## src/rtl/pcd_pkg.sv

```systemverilog
package pcd_pkg;

    typedef enum logic [1:0] {
        LANE_NONE = 2'd0,
        LANE_BYTE = 2'd1,
        LANE_WORD = 2'd2,
        LANE_ODD  = 2'd3
    } lane_e;

    typedef enum logic [1:0] {
        SPC_NONE = 2'd0,
        SPC_ATTR = 2'd1,
        SPC_COMM = 2'd2,
        SPC_IO   = 2'd3
    } space_e;

    typedef enum logic [1:0] {
        CYC_IDLE   = 2'd0,
        CYC_ACCESS = 2'd1,
        CYC_DONE   = 2'd2
    } cyc_state_e;

    typedef enum logic {
        WK_CLEAR = 1'b0,
        WK_SET   = 1'b1
    } wake_state_e;

endpackage

```

## src/rtl/pcd_lane_decode.sv

```systemverilog
module pcd_lane_decode
    import pcd_pkg::*;
#(
    parameter int DATA_W = 16
) (
    input  logic              ce1_n,
    input  logic              ce2_n,
    input  logic              a0,
    input  logic [DATA_W-1:0] din,
    input  logic [DATA_W-1:0] rdata,
    output lane_e             lane,
    output logic [1:0]        be,
    output logic [DATA_W-1:0] wdata,
    output logic [DATA_W-1:0] dout,
    output logic              lane_lo,
    output logic              lane_hi
);
    localparam int HALF_W = DATA_W / 2;

    logic [HALF_W-1:0] din_lo, din_hi, rd_lo, rd_hi;

    assign din_lo = din[HALF_W-1:0];
    assign din_hi = din[DATA_W-1:HALF_W];
    assign rd_lo  = rdata[HALF_W-1:0];
    assign rd_hi  = rdata[DATA_W-1:HALF_W];

    // Card enables double as lane enables
    always_comb begin
        unique case ({ce1_n, ce2_n})
            2'b01:   lane = LANE_BYTE;
            2'b00:   lane = LANE_WORD;
            2'b10:   lane = LANE_ODD;
            default: lane = LANE_NONE;
        endcase
    end

    always_comb begin
        be      = 2'b00;
        wdata   = '0;
        dout    = '0;
        lane_lo = 1'b0;
        lane_hi = 1'b0;
        unique case (lane)
            LANE_BYTE: begin
                lane_lo = 1'b1;
                be      = a0 ? 2'b10 : 2'b01;
                wdata   = {din_lo, din_lo};
                dout    = {{HALF_W{1'b0}}, (a0 ? rd_hi : rd_lo)};
            end
            LANE_WORD: begin
                lane_lo = 1'b1;
                lane_hi = 1'b1;
                be      = 2'b11;
                wdata   = din;
                dout    = rdata;
            end
            LANE_ODD: begin
                lane_hi = 1'b1;
                be      = 2'b10;
                wdata   = {din_hi, din_hi};
                dout    = {rd_hi, {HALF_W{1'b0}}};
            end
            LANE_NONE: begin
                be = 2'b00;
            end
        endcase
    end

endmodule

```

## src/rtl/pcd_space_decode.sv

```systemverilog
module pcd_space_decode
    import pcd_pkg::*;
(
    input  logic   reg_n,
    input  logic   oe_n,
    input  logic   we_n,
    input  logic   iord_n,
    input  logic   iowr_n,
    input  lane_e  lane,
    output space_e space,
    output logic   valid,
    output logic   is_read,
    output logic   io16_n
);
    logic [3:0] strobes;
    logic       one_strobe;
    logic       mem_cyc;
    logic       io_cyc;

    assign strobes    = {~iowr_n, ~iord_n, ~we_n, ~oe_n};
    assign one_strobe = ($countones(strobes) == 1);
    assign mem_cyc    = one_strobe && (strobes[0] || strobes[1]);
    assign io_cyc     = one_strobe && (strobes[2] || strobes[3]);

    always_comb begin
        space = SPC_NONE;
        if (lane != LANE_NONE) begin
            if (mem_cyc) begin
                space = reg_n ? SPC_COMM : SPC_ATTR;
            end else if (io_cyc && !reg_n) begin
                space = SPC_IO;
            end
        end
    end

    assign valid   = (space != SPC_NONE);
    assign is_read = valid && (strobes[0] || strobes[2]);
    // Depends only on the space select and memory strobes: settles before enables
    assign io16_n  = reg_n || !oe_n || !we_n;

endmodule

```

## src/rtl/pcd_cycle_fsm.sv

```systemverilog
module pcd_cycle_fsm
    import pcd_pkg::*;
#(
    parameter int DATA_W = 16
) (
    input  logic              clk,
    input  logic              rst,
    input  logic              valid,
    input  logic              is_read,
    input  logic              tgt_ready,
    input  logic [DATA_W-1:0] rdata_in,
    output logic              req,
    output logic              wait_n,
    output logic              drive,
    output logic [DATA_W-1:0] rdata_q
);
    cyc_state_e state, nxt;

    always_ff @(posedge clk) begin
        if (rst) begin
            state   <= CYC_IDLE;
            rdata_q <= '0;
        end else begin
            state <= nxt;
            if (state == CYC_ACCESS && valid && tgt_ready && is_read) begin
                rdata_q <= rdata_in;
            end
        end
    end

    always_comb begin
        nxt = state;
        unique case (state)
            CYC_IDLE:   if (valid) nxt = CYC_ACCESS;
            CYC_ACCESS: begin
                if (!valid)         nxt = CYC_IDLE;
                else if (tgt_ready) nxt = CYC_DONE;
            end
            CYC_DONE:   if (!valid) nxt = CYC_IDLE;
            default:    nxt = CYC_IDLE;
        endcase
    end

    always_comb begin
        req    = (state == CYC_ACCESS);
        wait_n = !(((state == CYC_IDLE) && valid) || (state == CYC_ACCESS));
        drive  = (state == CYC_DONE) && is_read;
    end

    // wait released the clock after ready
    p_wait_release_r9: assert property (@(posedge clk) disable iff (rst)
        (state == CYC_ACCESS && valid && tgt_ready) |=> wait_n);

    // latched read data holds through the done state
    p_rdata_hold_r10: assert property (@(posedge clk) disable iff (rst)
        (state == CYC_DONE && $past(state == CYC_DONE)) |-> $stable(rdata_q));

endmodule

```

## src/rtl/pcd_wake.sv

```systemverilog
module pcd_wake
    import pcd_pkg::*;
(
    input  logic clk,
    input  logic rst,
    input  logic en,
    input  logic frame,
    input  logic ack,
    output logic wake_n
);
    wake_state_e state, nxt;

    always_ff @(posedge clk) begin
        if (rst) state <= WK_CLEAR;
        else     state <= nxt;
    end

    always_comb begin
        nxt = state;
        unique case (state)
            WK_CLEAR: if (en && frame) nxt = WK_SET;
            WK_SET:   if (ack)         nxt = WK_CLEAR;
        endcase
    end

    always_comb wake_n = (state != WK_SET);

    // held until acknowledge
    p_wake_hold_r11: assert property (@(posedge clk) disable iff (rst)
        (!wake_n && !ack) |=> !wake_n);

    // frames with wake disabled change nothing
    p_wake_ignore_r11: assert property (@(posedge clk) disable iff (rst)
        (wake_n && !(en && frame)) |=> wake_n);

endmodule

```

## src/rtl/pccard_decoder.sv

```systemverilog
module pccard_decoder
    import pcd_pkg::*;
#(
    parameter int ADDR_W = 10,
    parameter int DATA_W = 16
) (
    input  logic              clk,
    input  logic              rst,
    input  logic              host_ce1_n,
    input  logic              host_ce2_n,
    input  logic [ADDR_W-1:0] host_a,
    input  logic              host_reg_n,
    input  logic              host_oe_n,
    input  logic              host_we_n,
    input  logic              host_iord_n,
    input  logic              host_iowr_n,
    input  logic [DATA_W-1:0] host_d_in,
    output logic [DATA_W-1:0] host_d_out,
    output logic              host_d_oe_lo,
    output logic              host_d_oe_hi,
    output logic              host_io16_n,
    output logic              host_wait_n,
    output logic              host_wake_n,
    output logic              tgt_attr_sel,
    output logic              tgt_comm_sel,
    output logic              tgt_io_sel,
    output logic              tgt_rd,
    output logic              tgt_wr,
    output logic [ADDR_W-2:0] tgt_addr,
    output logic [1:0]        tgt_be,
    output logic [DATA_W-1:0] tgt_wdata,
    input  logic [DATA_W-1:0] tgt_rdata,
    input  logic              tgt_ready,
    input  logic              wake_en,
    input  logic              frame_rx,
    input  logic              rx_irq_ack
);
    lane_e             lane;
    space_e            space;
    logic              valid, is_read, req, drive;
    logic              lane_lo, lane_hi;
    logic [DATA_W-1:0] rdata_q;

    pcd_lane_decode #(.DATA_W(DATA_W)) u_lane (
        .ce1_n   (host_ce1_n),
        .ce2_n   (host_ce2_n),
        .a0      (host_a[0]),
        .din     (host_d_in),
        .rdata   (rdata_q),
        .lane    (lane),
        .be      (tgt_be),
        .wdata   (tgt_wdata),
        .dout    (host_d_out),
        .lane_lo (lane_lo),
        .lane_hi (lane_hi)
    );

    pcd_space_decode u_space (
        .reg_n   (host_reg_n),
        .oe_n    (host_oe_n),
        .we_n    (host_we_n),
        .iord_n  (host_iord_n),
        .iowr_n  (host_iowr_n),
        .lane    (lane),
        .space   (space),
        .valid   (valid),
        .is_read (is_read),
        .io16_n  (host_io16_n)
    );

    pcd_cycle_fsm #(.DATA_W(DATA_W)) u_cyc (
        .clk       (clk),
        .rst       (rst),
        .valid     (valid),
        .is_read   (is_read),
        .tgt_ready (tgt_ready),
        .rdata_in  (tgt_rdata),
        .req       (req),
        .wait_n    (host_wait_n),
        .drive     (drive),
        .rdata_q   (rdata_q)
    );

    pcd_wake u_wake (
        .clk    (clk),
        .rst    (rst),
        .en     (wake_en),
        .frame  (frame_rx),
        .ack    (rx_irq_ack),
        .wake_n (host_wake_n)
    );

    assign tgt_addr     = host_a[ADDR_W-1:1];
    assign tgt_attr_sel = req && (space == SPC_ATTR);
    assign tgt_comm_sel = req && (space == SPC_COMM);
    assign tgt_io_sel   = req && (space == SPC_IO);
    assign tgt_rd       = req && valid && is_read;
    assign tgt_wr       = req && valid && !is_read;
    assign host_d_oe_lo = drive && lane_lo;
    assign host_d_oe_hi = drive && lane_hi;

    // selects never overlap
    p_sel_onehot_r6: assert property (@(posedge clk) disable iff (rst)
        $onehot0({tgt_attr_sel, tgt_comm_sel, tgt_io_sel}));

    // no card enable means no select and no drive
    p_no_card_r1: assert property (@(posedge clk) disable iff (rst)
        (host_ce1_n && host_ce2_n) |->
            !(tgt_attr_sel || tgt_comm_sel || tgt_io_sel || host_d_oe_lo || host_d_oe_hi));

    // IO register selection always reports 16-bit width
    p_io16_r8: assert property (@(posedge clk) disable iff (rst)
        tgt_io_sel |-> !host_io16_n);

endmodule

```

## config.mk

```make
export PLATFORM = sky130hd
export DESIGN_NAME = pccard_decoder
export DESIGN_NICKNAME = d
export VERILOG_FILES = /design/src/rtl/pcd_pkg.sv /design/src/rtl/pcd_lane_decode.sv /design/src/rtl/pcd_space_decode.sv /design/src/rtl/pcd_cycle_fsm.sv /design/src/rtl/pcd_wake.sv /design/src/rtl/pccard_decoder.sv
export SDC_FILE = /design/constraint.sdc
export NUM_CORES = 1
export LEC_CHECK = 0
export BUFFER_PORTS_ARGS = -buffer_cell sky130_fd_sc_hd__buf_2
export CAP_MARGIN = 20
export CORE_MARGIN = 1
export CORE_UTILIZATION = 30
export DETAILED_ROUTE_END_ITERATION = 12
export PLACE_DENSITY = 0.58
export SETUP_SLACK_MARGIN = 0.2
export SLEW_MARGIN = 10
export SYNTH_ARGS = -nofsm -noshare
export SYNTH_HDL_FRONTEND = slang
export SYNTH_SLANG_ARGS = --single-unit
```

## constraint.sdc

```tcl
create_clock -name clk -period 3.5 [get_ports clk]
set_input_delay 0.7 -clock clk [delete_from_list [all_inputs] [get_ports clk]]
set_output_delay 0.7 -clock clk [all_outputs]
set_load 0.02 [all_outputs]
```

# Word-level counts from Yosys, hierarchy flattened

Cells that the tools add are included.

Flip-flop bits (word level): 19
Input port bits: 55
Output and inout bits: 53
Word-level logic and storage cells: 81

Add/sub/neg operators: 3
Equality and inequality tests: 14
Multiplexer cells: 20
Bitwise operators: 5
Reductions and logical operators: 36

Operators by type and width:

| kind                | number |
|---|---|
| $pmux 16 s3         | 2 |
| $add 32x32->32      | 1 |
| $eq 32x2->1 const B | 1 |
| $mux 2              | 9 |
| $logic_and 1x1->1   | 17 |
| $eq 2x2->1 const B  | 6 |
| $pmux 2 s3          | 2 |
| $eq 2x1->1 const B  | 4 |
| $mux 8              | 1 |
| $pmux 2 s4          | 1 |
| $logic_not 2->1     | 3 |
| $logic_or 1x1->1    | 6 |
| $logic_not 1->1     | 5 |
| $not 1->1           | 5 |
| $add 1x1->2         | 2 |
| $mux 1              | 4 |
| $reduce_bool 2->1   | 2 |
| $reduce_or 2->1     | 2 |
| $ne 3x3->1 const B  | 1 |
| $reduce_and 3->1    | 1 |
| $ne 2x1->1 const B  | 1 |
| $ne 2x2->1 const B  | 1 |
| $pmux 1 s2          | 1 |

# Longest topological paths before layout

Gate-level depths: netlist of the first run.

Depth after elaboration: 13
Depth in mapped cells: 10
Mapped depth without buffers: 8

# Modules after synthesis

From an unflattened synthesis of the first run, not the netlist that was laid out.

Cells, all modules: 250
Area, all modules: 1767.9 um2

Modules (own cells, without submodules):

| module           | times used | cells each | area an instance (um2) | seq. area each (um2) |
|---|---|---|---|---|
| pcd_cycle_fsm    | 1          | 100        | 795.8                  | 360.3 |
| pcd_lane_decode  | 1          | 110        | 655.6                  | 0.0 |
| pcd_space_decode | 1          | 19         | 155.1                  | 0.0 |
| pccard_decoder   | 1          | 16         | 118.9                  | 0.0 |
| pcd_wake         | 1          | 5          | 42.5                   | 20.0 |

# Least setup slack after synthesis of the first run

OpenSTA, ideal clock, no wires.

Path type: input port to output port
Start: in host_iord_n
End: out tgt_comm_sel
Data arrival time: 2.612 ns
Required time: 2.800 ns
Path slack: 0.188 ns
Stages: 7
Buffers on the path: 0
Cells stage by stage: inv_1 -> ha_1 -> ha_1 -> fa_1 -> nor3b_4 -> nand3_1 -> nor3b_1

Cells in the longest elaborated chain, start to end: 11
Elaborated cells on any way between the ends: 13
Those cells by class: add/sub: 2; eq/ne: 2; mux: 3; bitwise: 1; reduce/logical: 5

Ends and longest elaborated chain:

| element                              | RTL line               | source |
|---|---|---|
| start, declared                      | pccard_decoder.sv:15   | `input logic host_iord_n,` |
| $not 1->1 (*)                        | pcd_space_decode.sv:20 | `assign strobes = {~iowr_n, ~iord_n, ~we_n, ~oe_n};` |
| $add 1x1->2 (not written as such)    | pcd_space_decode.sv:21 | `assign one_strobe = ($countones(strobes) == 1);` |
| $add 32x32->32 (not written as such) | pcd_space_decode.sv:21 |  |
| $eq 32x2->1                          | pcd_space_decode.sv:21 |  |
| $logic_and 1x1->1                    | pcd_space_decode.sv:23 | `assign io_cyc = one_strobe && (strobes[2] \|\| strobes[3]);` |
| $logic_and 1x1->1                    | pcd_space_decode.sv:30 | `end else if (io_cyc && !reg_n) begin` |
| $mux 2                               | pcd_space_decode.sv:30 |  |
| $mux 2 (*)                           | pcd_space_decode.sv:28 | `if (mem_cyc) begin` |
| $mux 2 (*)                           | pcd_space_decode.sv:27 | `if (lane != LANE_NONE) begin` |
| $eq 2x2->1 (*)                       | pccard_decoder.sv:95   | `assign tgt_comm_sel = req && (space == SPC_COMM);` |
| $logic_and 1x1->1 (*)                | pccard_decoder.sv:95   |  |
| end, declared                        | pccard_decoder.sv:25   | `output logic tgt_comm_sel,` |

Mark *: on every way between the ends. The rest lies on a longest branch, timed or not.

# Worst setup path in the final report of the first run

Start: in host_we_n
End: out tgt_comm_sel

Cells in the longest elaborated chain, start to end: 11
Elaborated cells on any way between the ends: 13
Those cells by class: add/sub: 2; eq/ne: 2; mux: 3; bitwise: 1; reduce/logical: 5

Ends and longest elaborated chain:

| element                              | RTL line               | source |
|---|---|---|
| start, declared                      | pccard_decoder.sv:14   | `input logic host_we_n,` |
| $not 1->1 (*)                        | pcd_space_decode.sv:20 |  |
| $add 1x1->2 (not written as such)    | pcd_space_decode.sv:21 |  |
| $add 32x32->32 (not written as such) | pcd_space_decode.sv:21 |  |
| $eq 32x2->1                          | pcd_space_decode.sv:21 |  |
| $logic_and 1x1->1                    | pcd_space_decode.sv:23 |  |
| $logic_and 1x1->1                    | pcd_space_decode.sv:30 |  |
| $mux 2                               | pcd_space_decode.sv:30 |  |
| $mux 2 (*)                           | pcd_space_decode.sv:28 |  |
| $mux 2 (*)                           | pcd_space_decode.sv:27 |  |
| $eq 2x2->1 (*)                       | pccard_decoder.sv:95   |  |
| $logic_and 1x1->1 (*)                | pccard_decoder.sv:95   |  |

Marked as above.

==> results_dict.tcl, run 1 <==
set metrics [dict create \
    grt_pass1_wl_um 5844 \
    arrival_ns 2.55 \
    dp_hpwl_um 2902 \
    antenna_cells 0 \
    initial_utilization_pct 32.05 \
    drive_gt1_share_pct 41.97 \
    min_path_type "flip-flop to flip-flop" \
    crit_required_ns 2.80 \
    clock_latency_ns 0.26 \
    clock_power_share_pct 27.3 \
    yosysTopAreaCell "dfxtp_1" \
    fmax_mhz 307.5 \
    p_leak_nw 1.025 \
    cp_slowest_cell "fa_1" \
    grt_pass1_vias 1312 \
    dieHeight_um 74.21 \
    reg2reg_depth 5 \
    status "complete, no violations" \
    synth_area_um2 1564 \
    setup_tns_ns 0 \
    grtUsageTotal_pct 13.80 \
    critical_path.max_stage_delay_ns 0.49 \
    p_switching_mw 0.1734 \
    cts_tree "yes" \
    ys_types 30 \
    crit_chain "buf_6 -> inv_4 -> ha_4 -> ha_4 -> fa_1 -> nor3b_4 -> nand3_2 -> nor3b_2 -> buf_4" \
    pre_cts_ws_ns 0.1495 \
    hold_viol 0 \
    fin_ws_ns 0.2483 \
    place_congestion 0.7489 \
    min_period_over_period_pct 92.91 \
    p_int_mw 0.3823 \
    cts_buffers 3 \
    fin_crit_ns 3.252 \
    cts_hold_buf 0 \
    synth.most_common_cell "nand2b_1" \
    async_reset_ff_share_pct 0 \
    portBuffers 89 \
    share_comb_of_total_power_pct 33.0 \
    p_sw_share_pct 31.20 \
    tightestPinTransition_ns 0.4717 \
    drtIter0Drc 52 \
    worstReg2RegEnd "u_cyc.rdata_q[14]" \
    clockRootBuffer "clkbuf_8" \
    grt_remaining_overflow 0 \
    viasPerCell 4.534 \
    setup_viol 0 \
    whs_ns 0.4714 \
    postRouteAntennaNets 0 \
    grt_max_degree 36 \
    cts-htree-levels 1 \
    netlist.area_leader.share_pct 24.32 \
    worst_path_most_repeated_cell "ha_4" \
    startpoint_type "input port" \
    synth-seq-cells 19 \
    clk_path_buf_depth 2 \
    peakVddDrop_mv 0.1488 \
    rrSetupSlack_ns 1.96 \
    io_pins 108 \
    synthCells 198 \
    ys_seq_area_share_pct 24.32 \
    synth_fp_nets 259 \
    hold_start "u_cyc.rdata_q[0]" \
    drc 0 \
    area_growth_pct 37.20 \
    max_slew_margin_pct 68.55 \
    rows 25 \
    routedWlPerCell_um 11.65 \
    crit_family "adder cells" \
    report.final.slew_viol_count 0 \
    synth_ff_type "dfxtp_1" \
    crit_fanout 4 \
    antenna_found_initial 0 \
    rsz0062_at_grt "no" \
    clock_sinks 19 \
    maxCapViolCount 0 \
    r2r-start "u_cyc.state[0]" \
    crit_path_start "host_we_n" \
    synth.avg_cell_area_um2 7.899 \
    hold_depth 2 \
    drtPass1Iterations 4 \
    clkTransAtPathRegs_ns 0.07 \
    vias 1546 \
    critical_path_class "input port to output pin" \
    dieArea_um2 5506 \
    worst-path-buf-inv 3 \
    synth_common_cells "32 x nand2b_1, 25 x nor2b_1, 19 x dfxtp_1" \
    hold_end "u_cyc.rdata_q[0]" \
    die_w_um 74.21 \
    routed_wirelength_um 3972 \
    synth_area_leaders "dfxtp_1 24%, nand2b_1 13%, mux2i_1 10%" \
    pwr-share-seq_pct 39.7 \
    synth_edf_count 0 \
    final_net_count 336 \
    finalClockSkew_ns 0.006614 \
    core_area_um2 4880 \
    ys_warn_count 0 \
    power_density_nw_per_um2 259.0 \
    crit_path_end_kind "output pin" \
]
[cell type report]
type | count | area [um2]
timing repair buffer | 94 | 515.5
multi-input combinational | 150 | 1086
tap | 67 | 83.83
inverter | 7 | 33.78
sequential | 19 | 380.4
clock buffer | 3 | 41.29
fill | 522 | 2734
clock inverter | 1 | 5.005
[cells in the final DEF (no fill, tap or decap)]
| master | count |
|---|---|
| a2111oi_0 | 1 |
| nor2_1 | 5 |
| nand3_1 | 9 |
| ha_4 | 3 |
| o21ai_0 | 1 |
| fa_1 | 1 |
| buf_2 | 82 |
| buf_6 | 4 |
| nor3b_4 | 2 |
| nand2b_1 | 32 |
| nor3_1 | 1 |
| mux2i_1 | 16 |
| nand3_2 | 3 |
| a211oi_1 | 1 |
| a21o_1 | 17 |
| dfxtp_1 | 19 |
| inv_2 | 1 |
| ha_1 | 2 |
| clkinv_2 | 1 |
| nand2_2 | 1 |
| or3_1 | 1 |
| nand2_1 | 14 |
| nor3b_2 | 1 |
| clkbuf_8 | 3 |
| nor2b_1 | 25 |
| a21oi_1 | 9 |
| inv_4 | 3 |
| nor3_2 | 3 |
| a31oi_1 | 1 |
| buf_4 | 8 |
| inv_1 | 3 |
| o21ai_1 | 1 |
[how the worst max path moves through the flow]
| stage | endpoint | slack, ns | cells after the start |
|---|---|---|---|
| 3_5_place_dp | host_d_oe_lo | 0.15 | 9 |
| 5_1_grt | tgt_comm_sel | 0.17 | 9 |
| 2_1_floorplan | host_d_oe_hi | 0.23 | 7 |
| 3_3_place_gp | host_d_oe_lo | 0.18 | 9 |
| 4_1_cts | tgt_comm_sel | 0.17 | 9 |
| 6_report | tgt_comm_sel | 0.25 | 9 |
[layer usage]
layer	share of wire, %	vias to the layer above	track usage (%)	routed length (um)
li1	-	799	-	-
met5	0	-	0	0
met2	48	57	24.55	1907
met4	1.6	0	5.342	64
met3	5.1	6	1.762	203
met1	45	684	16.83	1796
[registers in the layout, summed over array words and instances, names as in the netlist]
| name | flops |
|---|---|
| u_cyc.rdata_q | 16 |
| u_cyc.state | 2 |
| u_wake.state | 1 |
[kinds of logic (layout without fill, tap and decap cells)]
family,Yosys count,in the layout,share of synthesized area (%)
compound gates,31,31,13.12
fa+ha+maj,6,6,5.280
buf+inv,29,105,10.96
flops,19,19,24.32
mux,16,16,10.24
simple gates,97,97,36.08
[worst min-delay path, stage by stage (launching register included)]
cell      delay, ns
dfxtp_1        0.31
nand2b_1       0.06
mux2i_1        0.05
[metrics by stage]
stage                     util (%)  cell area (um2)  std cells  power [mW]
final                        43.97             2146        341      0.5557
after global routing         43.97             2146        341      0.5874
after CTS                    41.72             2036        340      0.5451
after detailed placement     40.62             1982        335      0.3891
after global placement       40.62             1982        335      0.3888
after floorplan                  -             1569        198      0.3479
[power by group through the flow]
stage | Combinational [mW] | Sequential, mW | Clock (mW)
after floorplan | 0.123 | 0.225 | 0
after global placement | 0.164 | 0.225 | 0
after detailed placement | 0.164 | 0.225 | 0
after CTS | 0.167 | 0.220 | 0.158
after global routing | 0.202 | 0.221 | 0.165
final | 0.184 | 0.220 | 0.152
[repair_timing]
| action | 4_1_cts | 5_1_grt |
|---|---|---|
| buffers inserted | 1 | 1 |
| gates resized for setup | 0 | 23 |
| setup endpoints to repair | 6 | 7 |
| pin swaps | 1 | 10 |
| gates cloned | 0 | 0 |
(Power assumes the default switching activity.)
==> run 2: changes to the inputs <==
Settings changed: CORE_UTILIZATION 30 to 43, CTS_BUF_LIST set to sky130_fd_sc_hd__clkbuf_2, PLACE_DENSITY 0.58 to 0.8.
==> run 2 against run 1 <==
- sequential cell count unchanged
- maximum frequency down 0.25%
- clock-buffer cell count up 1
- routed wire length down 0.45%
- final area down 2.7%
- clock power down 37%
- clock skew up 0.0034 ns
- cell count down 6.7%
- combinational power about the same
- largest cell class unchanged
==> results_dict.tcl, run 2 (synthesis gave the netlist of run 1 again) <==
set metrics [dict create \
    grt_remaining_overflow 0 \
    place_congestion 0.7923 \
    whs_ns 0.4860 \
    p_int_mw 0.3344 \
    largest_reg_flops 16 \
    p_switching_mw 0.1663 \
    critical_path_class "input port to output pin" \
    grt_max_degree 38 \
    hold_viol 0 \
    top_register "u_cyc.rdata_q" \
    cts_hold_buf 0 \
    io_pins 108 \
    clkTransAtPathRegs_ns 0.18 \
    vias 1584 \
    postRouteAntennaNets 0 \
    r2r-start "u_cyc.state[0]" \
    clock_sinks 19 \
    fmax_mhz 306.8 \
    core_area_um2 3416 \
    reg2reg_depth 5 \
    drc 0 \
    hold_start "u_cyc.rdata_q[5]" \
    setup_tns_ns 0 \
    routed_wirelength_um 3954 \
    final_net_count 334 \
    p_leak_nw 1.009 \
    reg_top3 "u_cyc.rdata_q: 16 flops, u_cyc.state: 2 flops, u_wake.state: 1 flops" \
    startpoint_type "input port" \
    status "complete, no violations" \
    dp.cells 312 \
    worstReg2RegEnd "u_cyc.rdata_q[9]" \
    die_w_um 62.31 \
    peakVddDrop_mv 0.1271 \
    crit_path_end_kind "output pin" \
    drive_gt1_share_pct 41.54 \
    crit_required_ns 2.80 \
    rows 21 \
    rsz0062_at_grt "yes" \
    pwr-share-seq_pct 44.1 \
    fin_crit_ns 3.260 \
    clock_latency_ns 0.30 \
    hold_end "u_cyc.rdata_q[5]" \
    maxCapViolCount 0 \
    min_path_type "flip-flop to flip-flop" \
    p_sw_share_pct 33.22 \
    layout_commonest_cell "buf_2" \
    dieHeight_um 62.31 \
    initial_utilization_pct 45.79 \
    share_comb_of_total_power_pct 36.8 \
    area_growth_pct 33.52 \
    cts_buffers 3 \
    max_slew_margin_pct 58.18 \
    antenna_found_initial 0 \
    arrival_ns 2.56 \
    design_area_um2 2088 \
    cts_tree "yes" \
    grt_pass1_wl_um 5982 \
    postPlaceCellArea_um2 1941 \
    final_cells 318 \
    crit_fanout 4 \
    clock_power_share_pct 19.1 \
    clk_path_buf_depth 2 \
    finalClockSkew_ns 0.009994 \
    grtUsageTotal_pct 18.59 \
    total_power_mw 0.5007 \
    mostFrequentLayoutCells "82 x buf_2, 32 x nand2b_1, 25 x nor2b_1" \
    drtIter0Drc 57 \
    viasPerCell 4.981 \
    dieArea_um2 3883 \
    tightestPinTransition_ns 0.6274 \
    drtPass1Iterations 4 \
    clockRootBuffer "clkbuf_2" \
    grt_pass1_vias 1468 \
    min_period_over_period_pct 93.14 \
    setup_viol 0 \
    routedWlPerCell_um 12.43 \
    power_density_nw_per_um2 239.8 \
    report.final.slew_viol_count 0 \
    cts-htree-levels 1 \
    dp_hpwl_um 2694 \
    portBuffers 89 \
    rrSetupSlack_ns 1.96 \
    hold_depth 2 \
    antenna_cells 0 \
]
==> run 2: cell types whose count changed in the layout (fill, tap and decap cells not counted), moves of 2 or more <==
| cell | change |
|---|---|
| buf_6 | -2 |
| clkbuf_8 | -3 |
| clkbuf_2 | +4 |
| buf_4 | -2 |
| buf_8 | +2 |
==> run 2: what timing repair did <==
item                       4_1_cts  5_1_grt
gates resized for setup          0       27
hold endpoints to repair         0        0
setup endpoints to repair        5        8
setup buffers                    1        1
pin swaps                        1       10
==> run 2: power groups by stage <==
stage | Clock [mW] | Combinational [mW] | Sequential [mW]
floorplan | 0 | 0.123 | 0.225
CTS | 0.101 | 0.163 | 0.221
detailed placement | 0 | 0.161 | 0.225
global route | 0.113 | 0.200 | 0.221
finish | 0.0955 | 0.184 | 0.221
global placement | 0 | 0.158 | 0.225
==> run 2: cell type report <==
type | instances | area (um2)
fill | 328 | 1328
multi-input combinational | 150 | 1086
timing repair buffer | 92 | 508.0
sequential | 19 | 380.4
tap | 46 | 57.56
inverter | 7 | 36.28
clock buffer | 4 | 20.02
==> run 2: layer usage <==
metal / part of all wire [%] / GRT usage [%]
met1: 40 / 20.36
met2: 50 / 33.79
met4: 2.2 / 7.267
met3: 7.5 / 4.963
met5: 0 / 0
==> run 2: stage by stage <==
stage	setup WS [ns]	util, %
after global placement	0.1920	56.81
after detailed placement	0.1493	56.81
after CTS	0.1685	57.62
final	0.2402	61.14
after global routing	0.1638	61.14
after floorplan	0.2265	-
==> run 2: how the worst max path moves through the flow <==
stage	from	end	cells past startpoint
after CTS	host_iord_n	tgt_attr_sel	9
after detailed placement	host_iord_n	tgt_attr_sel	9
after floorplan	host_iord_n	host_d_oe_hi	7
after global placement	host_iord_n	host_d_oe_lo	9
final	host_we_n	tgt_comm_sel	9
after global routing	host_we_n	tgt_comm_sel	9
==> run 2: critical path, stage by stage <==
cell and delay (ns):
buf_8 0.10, inv_4 0.05, ha_4 0.20, ha_4 0.16, fa_1 0.50, nor3b_4 0.32
nand3_2 0.16, nor3b_2 0.20, buf_4 0.16
==> run 3: changes to the inputs <==
Settings changed: RECOVER_POWER set to 50.
==> run 3 against run 2 <==
- register-to-register slack is essentially flat
- critical endpoint unchanged
- sequential power is essentially flat
- non-clock buffer count is the same
- routed wire length grew 0.78%
- clock-buffer cell count is the same
- global-route usage is the same
- total power shrank 0.54%
==> results_dict.tcl, run 3 (synthesis gave the netlist of run 1 again) <==
set metrics [dict create \
    clock_sinks 19 \
    routedWlPerCell_um 12.53 \
    routed_wirelength_um 3985 \
    cts_buffers 3 \
    final_util_pct 60.11 \
    clk_path_buf_depth 2 \
    rsz0062_at_grt "yes" \
    cts_hold_buf 0 \
    min_path_type "flip-flop to flip-flop" \
    grt_max_degree 38 \
    place_congestion 0.7923 \
    fin_ws_ns 0.2622 \
    crit_path_end_kind "output pin" \
    finalClockSkew_ns 0.01128 \
    mostFrequentLayoutCells "58 x buf_2, 32 x nand2b_1, 25 x nor2b_1" \
    clock_latency_ns 0.30 \
    final_cells 318 \
    clockRootBuffer "clkbuf_2" \
    io_pins 108 \
    drtPass1Iterations 4 \
    die_w_um 62.31 \
    grt_remaining_overflow 0 \
    dp.cells 312 \
    layout_commonest_cell "buf_2" \
    grt_pass1_wl_um 5982 \
    dieArea_um2 3883 \
    area_growth_pct 31.28 \
    clkTransAtPathRegs_ns 0.18 \
    pre_cts_ws_ns 0.1493 \
    largest_reg_flops 16 \
    core_area_um2 3416 \
    min_period_over_period_pct 92.51 \
    cts_tree "yes" \
    critical_path.max_stage_delay_ns 0.50 \
    crit_chain "buf_8 -> inv_4 -> ha_4 -> ha_4 -> fa_1 -> nor3b_4 -> nand3_2 -> nor3b_2 -> buf_4" \
    arrival_ns 2.54 \
    grtUsageTotal_pct 18.59 \
    power_density_nw_per_um2 242.6 \
    report.final.slew_viol_count 0 \
    peakVddDrop_mv 0.1276 \
    initial_utilization_pct 45.79 \
    worst_path_most_repeated_cell "ha_4" \
    maxCapViolCount 0 \
    setup_viol 0 \
    portBuffers 89 \
    hold_viol 0 \
    cts-htree-levels 1 \
    antenna_found_initial 0 \
    max_slew_margin_pct 31.90 \
    vias 1590 \
    critical_path_class "input port to output pin" \
    fmax_mhz 308.9 \
    drive_gt1_share_pct 32.35 \
    setup_tns_ns 0 \
    tightestPinTransition_ns 1.022 \
    nFillCells 338 \
    crit_required_ns 2.80 \
    viasPerCell 5.000 \
    p_leak_nw 0.9267 \
    final_net_count 334 \
    total_power_mw 0.4980 \
    postRouteAntennaNets 0 \
    cp_slowest_cell "fa_1" \
    drc 0 \
    drtIter0Drc 56 \
    reg_top3 "u_cyc.rdata_q: 16 flops, u_cyc.state: 2 flops, u_wake.state: 1 flops" \
    dieHeight_um 62.31 \
    antenna_cells 0 \
    crit_fanout 4 \
    fin_crit_ns 3.238 \
    startpoint_type "input port" \
    status "complete, no violations" \
    rows 21 \
    dp_hpwl_um 2694 \
    grt_pass1_vias 1468 \
    top_register "u_cyc.rdata_q" \
]
## run 3: layout make-up
| cell class | instances | area (um2) | area share (%) |
|---|---|---|---|
| multi-input combinational | 150 | 1081 | 52.65 |
| timing repair buffer | 92 | 478.0 | 23.28 |
| sequential | 19 | 380.4 | 18.53 |
| tap | 46 | 57.56 | 2.803 |
| inverter | 7 | 36.28 | 1.767 |
| clock buffer | 4 | 20.02 | 0.9750 |
## run 3: path summary, 6_finish.rpt
| path | startpoint | endpoint | slack (ns) | depth (start not counted) |
|---|---|---|---|---|
| max reg2reg | u_cyc.state[0] | u_cyc.rdata_q[9] | 1.96 | 5 |
| min | u_cyc.rdata_q[5] | u_cyc.rdata_q[5] | 0.49 | 2 |
| min reg2reg | u_cyc.rdata_q[5] | u_cyc.rdata_q[5] | 0.49 | 2 |
| max | host_we_n | tgt_comm_sel | 0.26 | 9 |
## run 3: timing repair
action                                  4_1_cts  5_1_grt
pin swaps                                     1       10
endpoints found under the setup margin        5        8
gates resized for setup                       0       27
setup buffers                                 1        1
## run 3: critical path: cells and delay by family
kind | cells | cell delay (ns)
buffers and inverters | 3 | 0.31
adders and majority gates | 3 | 0.86
and+or+nand+nor | 3 | 0.66
## run 3: metal layers
layer | share of wire (%) | GRT usage (%) | up-vias | wire length [um]
li1 | - | - | 796 | -
met1 | 40 | 20.36 | 711 | 1613
met2 | 49 | 33.79 | 75 | 1965
met3 | 8.0 | 4.963 | 8 | 319
met4 | 2.2 | 7.267 | 0 | 87
met5 | 0 | 0 | - | 0
## run 3: metrics by stage
stage | instance area (um2) | hold WS [ns]
2_1_floorplan | 1569 | 0.4432
3_3_place_gp | 1941 | 0.4609
3_5_place_dp | 1941 | 0.4687
4_1_cts | 1968 | 0.4919
5_1_grt | 2053 | 0.5159
6_report | 2053 | 0.4865
## run 3: power breakdown
| group | switching (mW) | internal [mW] | total (mW) |
|---|---|---|---|
| clock | 0.0660 | 0.0303 | 0.0963 |
| combinational | 0.100 | 0.0808 | 0.181 |
| sequential | 0.00144 | 0.219 | 0.221 |
